File: config.mk
export PLATFORM = sky130hd
export DESIGN_NAME = linksync_ctrl
export DESIGN_NICKNAME = d
export VERILOG_FILES = /design/src/rtl/linksync_pkg.sv /design/src/rtl/linksync_qualify.sv /design/src/rtl/linksync_lock_timer.sv /design/src/rtl/linksync_burst_counter.sv /design/src/rtl/linksync_ctrl.sv
export SDC_FILE = /design/constraint.sdc
export NUM_CORES = 1
export LEC_CHECK = 0
export BUFFER_PORTS_ARGS = -buffer_cell sky130_fd_sc_hd__buf_2
export CELL_PAD_IN_SITES_DETAIL_PLACEMENT = 1
export CELL_PAD_IN_SITES_GLOBAL_PLACEMENT = 2
export CORE_ASPECT_RATIO = 1.2
export CORE_UTILIZATION = 30
export CTS_CLUSTER_DIAMETER = 40
export DETAILED_ROUTE_END_ITERATION = 8
export GPL_TIMING_DRIVEN = 0
export PLACE_DENSITY_LB_ADDON = 0.1
export SLEW_MARGIN = 5
export SYNTH_ARGS = -nofsm -noshare
export SYNTH_HDL_FRONTEND = slang
export SYNTH_HIERARCHICAL = 1
export SYNTH_SLANG_ARGS = --single-unit
File: constraint.sdc
create_clock -name clk -period 3.77 [get_ports clk]
set_input_delay 0 -clock clk [delete_from_list [all_inputs] [get_ports clk]]
set_output_delay 0 -clock clk [all_outputs]
set_load 0.01 [all_outputs]
File: src/rtl/linksync_pkg.sv
package linksync_pkg;

    typedef enum logic [1:0] {
        MODE_INIT = 2'd0,
        MODE_SYNC = 2'd1,
        MODE_DATA = 2'd2
    } link_mode_e;

    function automatic int unsigned cnt_width(input int unsigned n);
        return (n <= 2) ? 1 : $clog2(n);
    endfunction

endpackage

File: src/rtl/linksync_qualify.sv
module linksync_qualify #(
    parameter int unsigned QUAL_LEN = 6
) (
    input  logic clk,
    input  logic clr,
    input  logic req,
    output logic qualified
);
    localparam int unsigned QW = linksync_pkg::cnt_width(QUAL_LEN);
    localparam logic [QW-1:0] QTOP = QW'(QUAL_LEN - 1);

    logic [QW-1:0] run_q;

    always_ff @(posedge clk) begin
        if (clr || !req)
            run_q <= '0;
        else if (run_q != QTOP)
            run_q <= run_q + 1'b1;
    end

    assign qualified = req && (run_q == QTOP);
endmodule

File: src/rtl/linksync_lock_timer.sv
module linksync_lock_timer #(
    parameter int unsigned LOCK_WAIT = 2048
) (
    input  logic clk,
    input  logic clr,
    input  logic en,
    output logic done
);
    localparam int unsigned LW = linksync_pkg::cnt_width(LOCK_WAIT);
    localparam logic [LW-1:0] LTOP = LW'(LOCK_WAIT - 1);

    logic [LW-1:0] cnt_q;

    always_ff @(posedge clk) begin
        if (clr)
            cnt_q <= '0;
        else if (en && (cnt_q != LTOP))
            cnt_q <= cnt_q + 1'b1;
    end

    assign done = (cnt_q == LTOP);
endmodule

File: src/rtl/linksync_burst_counter.sv
module linksync_burst_counter #(
    parameter int unsigned BURST_LEN = 1024
) (
    input  logic clk,
    input  logic clr,
    input  logic start,
    input  logic run,
    output logic last
);
    localparam int unsigned BW = linksync_pkg::cnt_width(BURST_LEN);
    localparam logic [BW-1:0] BTOP = BW'(BURST_LEN - 1);

    logic [BW-1:0] cnt_q;

    always_ff @(posedge clk) begin
        if (clr || start)
            cnt_q <= '0;
        else if (run && (cnt_q != BTOP))
            cnt_q <= cnt_q + 1'b1;
    end

    assign last = (cnt_q == BTOP);
endmodule

File: src/rtl/linksync_ctrl.sv
module linksync_ctrl
    import linksync_pkg::*;
#(
    parameter int unsigned LOCK_WAIT = 2048,
    parameter int unsigned QUAL_LEN  = 6,
    parameter int unsigned BURST_LEN = 1024
) (
    input  logic clk,
    input  logic rst,
    input  logic pwr_down_n,
    input  logic req_a,
    input  logic req_b,
    output logic send_sync,
    output logic locked,
    output logic data_valid
);
    link_mode_e mode_q, mode_d;
    logic       clr, req_any, qualified, lock_done, burst_last, burst_start;
    logic       dv_q;

    assign clr     = rst || !pwr_down_n;
    assign req_any = req_a || req_b;

    linksync_qualify #(.QUAL_LEN(QUAL_LEN)) u_qual (
        .clk(clk), .clr(clr), .req(req_any), .qualified(qualified)
    );

    linksync_lock_timer #(.LOCK_WAIT(LOCK_WAIT)) u_lock (
        .clk(clk), .clr(clr), .en(mode_q == MODE_INIT), .done(lock_done)
    );

    linksync_burst_counter #(.BURST_LEN(BURST_LEN)) u_burst (
        .clk(clk), .clr(clr), .start(burst_start),
        .run(mode_q == MODE_SYNC), .last(burst_last)
    );

    always_comb begin
        mode_d      = mode_q;
        burst_start = 1'b0;
        unique case (mode_q)
            MODE_INIT: begin
                if (lock_done) begin
                    if (qualified) begin
                        mode_d      = MODE_SYNC;
                        burst_start = 1'b1;
                    end else begin
                        mode_d = MODE_DATA;
                    end
                end
            end
            MODE_DATA: begin
                if (qualified) begin
                    mode_d      = MODE_SYNC;
                    burst_start = 1'b1;
                end
            end
            MODE_SYNC: begin
                if (burst_last && !req_any)
                    mode_d = MODE_DATA;
            end
            default: mode_d = MODE_INIT;
        endcase
    end

    always_ff @(posedge clk) begin
        if (clr) begin
            mode_q <= MODE_INIT;
            dv_q   <= 1'b0;
        end else begin
            mode_q <= mode_d;
            dv_q   <= (mode_d == MODE_DATA) && !req_any;
        end
    end

    assign send_sync  = (mode_q == MODE_SYNC);
    assign locked     = (mode_q != MODE_INIT);
    assign data_valid = dv_q;
endmodule

### Yosys cells after proc, flatten, opt, wreduce, memory -nomap -nowiden

Index checks and enable logic that the tools add are counted.

* flip-flop bits (word level): 27
* bits of input ports: 5
* output and inout port bits: 3
* word-level logic and storage cells: 38

* $add $sub $neg: 3
* eq/ne operators: 9
* muxes and demuxes: 8
* reduce and logical (&&, ||, !) cells: 13

Operator list (number)
* adder 11 x 1 -> 11 bit, second input constant: 1
* == test 11 bit, second input constant: 1
* inequality test 11 bit, second input constant: 1
* adder 10 x 1 -> 10 bit, second input constant: 1
* == test 10 bit, second input constant: 1
* inequality test 10 bit, second input constant: 1
* 2-to-1 mux 2 bit: 4
* one-hot mux 2 bit (3 select lines): 1
* logical AND 1 bit: 5
* == test 2 bit, second input constant: 2
* logical OR 1 bit: 4
* adder 3 x 1 -> 3 bit, second input constant: 1
* == test 3 bit, second input constant: 1
* inequality test 3 bit, second input constant: 1
* == test 2 x 1 -> 1 bit, second input constant: 1
* logical NOT 1 bit: 2
* logical NOT 2 bit: 1
* 2-to-1 mux 1 bit: 2
* one-hot mux 1 bit (2 select lines): 1
* nonzero test 2 bit: 1

### Depth between registers and ports, before layout

* depth in word-level cells: 7
* mapped depth: 9

### Modules after synthesis

The synthesis kept the hierarchy.

Modules (own cells, without submodules)
* linksync_lock_timer: instances 1, cells each 72, area an instance 635.6 um^2, sequential area each 220.2 um^2
* linksync_burst_counter: instances 1, cells each 56, area an instance 508.0 um^2, sequential area each 200.2 um^2
* linksync_ctrl: instances 1, cells each 19, area an instance 182.7 um^2, sequential area each 60.1 um^2
* linksync_qualify: instances 1, cells each 16, area an instance 160.2 um^2, sequential area each 60.1 um^2

### Worst setup path after synthesis

No wires, ideal clock.

* path kind: register -> register
* start: register u_lock.cnt_q[0]
* end: register u_burst.cnt_q[7]
* arrival: 1.862 ns
* required time: 3.654 ns
* setup slack: 1.792 ns
* cell stages (with the launch flop): 10
* cells stage by stage: dfxtp_1 -> ha_1 -> nand4_1 -> nor3_1 -> nor2_1 -> nor3b_1 -> or2_2 -> clkbuf_1 -> nor2_1 -> a41o_1

* cells in the longest elaborated chain, start to end: 4

RTL lines
* start: declaration: RTL line linksync_lock_timer.sv:12 `logic [LW-1:0] cnt_q;`
* start signal: assignment: RTL line linksync_lock_timer.sv:18 `cnt_q <= cnt_q + 1'b1;`
* == test 11 bit: RTL line linksync_lock_timer.sv:21 `assign done = (cnt_q == LTOP);`
* named net lock_done: RTL line linksync_ctrl.sv:18 `logic clr, req_any, qualified, lock_done, burst_last, burst_start;`
* 2-to-1 mux 1 bit: RTL line linksync_ctrl.sv:42 `if (lock_done) begin`
* one-hot mux 1 bit (2 select lines): RTL line linksync_ctrl.sv:40 `unique case (mode_q)`
* named net burst_start: RTL line linksync_ctrl.sv:18
* logical OR 1 bit: RTL line linksync_burst_counter.sv:16 `if (clr || start)`
* end signal: assignment: RTL line linksync_burst_counter.sv:19 `cnt_q <= cnt_q + 1'b1;`
* end: declaration: RTL line linksync_burst_counter.sv:13 `logic [BW-1:0] cnt_q;`

The timed path passes the listed nets, and every way through them passes these cells.
A chain may end at the register's enable or synchronous reset.

### Worst setup path in the final report

Ends and elaborated chain as after synthesis.

==> impl_metrics.py <==
metrics = {
    "status": {
        "outcome": "finished clean",
    },
    "setup_path": {
        "critPathBufInv": 1,
        "required_ps": 3950,
        "r2r_end": "u_burst/cnt_q[7]$_SDFFE_PP0P_",
        "slowest_stage": "dfxtp_1",
        "critical_path.most_common_cell": "nor2_1",
        "rr_worst_depth": 9,
        "max_stage_delay_ps": 400,
        "crit_cells": 9,
        "start_kind": "flop",
        "crit_start": "u_lock/cnt_q[0]$_SDFFE_PP0P_",
        "path_max_fanout": 7,
        "ff2ff_setup_slack_ps": 1330,
        "path_cells": "ha_1 -> nand4_1 -> nor3_1 -> nor2_1 -> nor3b_1 -> or2_2 -> clkbuf_1 -> nor2_1 -> a41o_1",
        "end_kind": "flop",
        "worstReg2RegStart": "u_lock/cnt_q[0]$_SDFFE_PP0P_",
        "critPathArrivalTime_ps": 2620,
        "worstSetupPathType": "flop to flop",
        "crit_path_end": "u_burst/cnt_q[7]$_SDFFE_PP0P_",
        "crit_family": "simple AND/OR/NAND/NOR gates",
    },
    "synthesis": {
        "synth_edf_count": 0,
        "synthesis.area_um2": 1490,
        "ys_ff_latch": 27,
        "synth.most_common_cell": "dfxtp_1",
        "syn_inst": 163,
        "synth_top_area_share_pct": 36.4,
        "synth_nets": 172,
        "ys_top_cells_by_area": "dfxtp_1, nor2_1, a21oi_1",
        "seq_area_frac_synth_pct": 36.4,
        "synth.largest_area_cell": "dfxtp_1",
        "synthTopCellsByCount": "dfxtp_1, nor2_1, a21oi_1",
        "synth_async_sr_flop_share_pct": 0,
        "syn_avg_cell_area_um2": 9.12,
        "synth_flop_cell": "dfxtp_1",
        "yosysWarnings": 6,
        "ys_types": 53,
    },
    "cells_and_area": {
        "layout-drive-gt1-share_pct": 19.0,
        "seq_area_um2": 541,
        "multi_input_area_um2": 911,
        "nNetsFinal": 184,
        "syn_to_final_growth_pct": 10.3,
        "antennaDiodeCount": 0,
        "fillers": 554,
    },
    "sta": {
        "fin_crit_ps": 2440,
        "hold_slack_ps": 47.1,
        "hold_viol": 0,
        "fin_crit_sh_pct": 64.8,
        "relSlewSlack_pct": 60.2,
        "rsz0062_at_grt": "false",
        "setup_viol": 0,
        "worst_slew_pin_slew_ps": 597,
        "finalSetupTns_ps": 0,
        "fmax_ghz": 0.409,
        "fin_skew_ps": 2.98,
        "slew_violations": 0,
    },
    "power": {
        "combPwrFrac_pct": 5.4,
        "swShare_pct": 23.6,
        "irDropWorstVdd_mv": 0.128,
        "p_int_mw": 0.376,
        "power_leakage_nw": 0.571,
        "switching_power_mw": 0.116,
        "clkPwrFrac_pct": 35.1,
        "p_per_area_nw_per_um2": 300,
        "seqPwrFrac_pct": 59.5,
        "p_total_mw": 0.493,
    },
    "clock_network": {
        "clk_latency_ps": 270,
        "ctsHoldBuffers": 0,
        "cts_root_buf": "clkbuf_8",
        "cts_made_buffers": 3,
        "cts_sinks": 27,
        "post_cts_resized": 0,
        "post_cts_buffers": 0,
        "clk_pin_slew_ps": 100,
        "cts_tree": "built",
        "htreeDepth": 1,
        "clockBufferDepth": 2,
    },
    "die": {
        "dieWidth_um": 66.3,
        "pin_count": 8,
        "core_um2": 4660,
        "die-area_um2": 5240,
        "num_rows": 27,
        "die_height_um": 79.1,
        "initial_core_util_pct": 31.9,
    },
    "detailed_routing": {
        "avgRoutedWirePerCell_um": 15.9,
        "drc": 0,
        "route.vias.total": 1288,
        "first_pass_iters": 4,
        "drtIter0Drc": 72,
        "viasPerCell": 5.55,
        "wirelength_um": 3700,
        "drtAntennaViolNets": 0,
    },
    "global_routing": {
        "use_met1_pct": 17.8,
        "overflow": 0,
        "grt_use_met2_pct": 28.9,
        "grt_pass1_vias": 1293,
        "antenna_found_initial": 0,
        "grt_max_degree": 16,
        "use_met3_pct": 1.72,
        "grt_pass1_wl_um": 6280,
        "busiest_layer": "met2",
        "grt_util_all_layers_pct": 15.5,
    },
    "placed_design": {
        "gp_congestion": 0.731,
        "port-buffer-count": 7,
        "dpl.hpwl_um": 2810,
    },
    "job": {
        "max-cap-violations": 0,
    },
    "min_path": {
        "hold_path.class": "primary input to flop",
    },
}
==> worst min-delay path by stage <==
stage,startpoint,to,slack [ps],cells past startpoint
after floorplan,req_a,mode_q[1]$_SDFF_PP0_,210,3
after global placement,req_a,mode_q[1]$_SDFF_PP0_,330,4
after detailed placement,req_a,mode_q[1]$_SDFF_PP0_,340,4
after CTS,req_a,mode_q[1]$_SDFF_PP0_,40,4
after global routing,req_a,mode_q[1]$_SDFF_PP0_,50,4
final,req_a,mode_q[1]$_SDFF_PP0_,50,4
==> through the flow <==
stage          util [%]  setup WS, ps  instance area, µm²  instances
4_1_cts            35.2          1340                1640        232
3_3_place_gp       34.2          1360                1590        228
5_1_grt            35.2          1020                1640        232
6_report           35.2          1330                1640        232
2_1_floorplan         -          1790                1490        163
3_5_place_dp       34.2          1340                1590        228
==> cells by family (layout without fill, tap and decap cells) <==
| group | after synthesis | count (layout) | share of synthesized area, % |
|---|---|---|---|
| simple gates | 80 | 80 | 35.0 |
| compound gates | 41 | 41 | 20.9 |
| flops | 27 | 27 | 36.4 |
| buf+inv | 8 | 19 | 2.36 |
| fa+ha+maj | 4 | 4 | 3.37 |
| mux | 2 | 2 | 1.43 |
| xor+xnor | 1 | 1 | 0.589 |
==> power groups by stage <==
stage               Combinational (mW)  Sequential [mW]  Clock [mW]
global route                    0.0297            0.294       0.194
global placement                0.0246            0.299           0
finish                          0.0265            0.293       0.173
detailed placement              0.0266            0.300           0
CTS                             0.0267            0.293       0.179
floorplan                       0.0188            0.299           0
==> routing by layer <==
layer,up-vias,part of all wire [%]
met5,-,0
met4,0,1.0
met3,6,1.6
met2,19,55
met1,619,43
li1,644,-
==> cell usage in the layout (no fill, tap or decap), drive strengths merged, types with 2 or more instances in the layout <==
cell type	instances
o21ai	6
nor2b	3
nor3	8
or2	3
ha	4
and3	3
nor2	16
inv	4
a211oi	4
a21oi	11
and3b	2
and2	2
and4	6
a311oi	3
clkbuf	6
nor4	4
buf	9
dfxtp	27
nand4	6
o21ba	2
a21boi	3
nor3b	4
a41oi	2
a31oi	4
nand3	10
nand2b	3
nand2	5
==> flip-flops by register name, indices dropped and copies added, names as in the netlist <==
name           flops
u_lock/cnt_q      11
u_burst/cnt_q     10
u_qual/run_q       3
mode_q             2
data_valid         1
==> cell type report <==
type	count	area share [%]
buffer	4	1.22
clock buffer	4	2.75
inverter	4	0.916
multi-input combinational	128	55.6
sequential	27	33.0
tap	58	4.43
timing repair buffer	7	2.14
==> worst min-delay path, stage by stage <==
cell,delay (ps)
buf_2,80
nor2_1,50
nand3_1,90
a21oi_1,70
(Power assumes the default switching activity.)
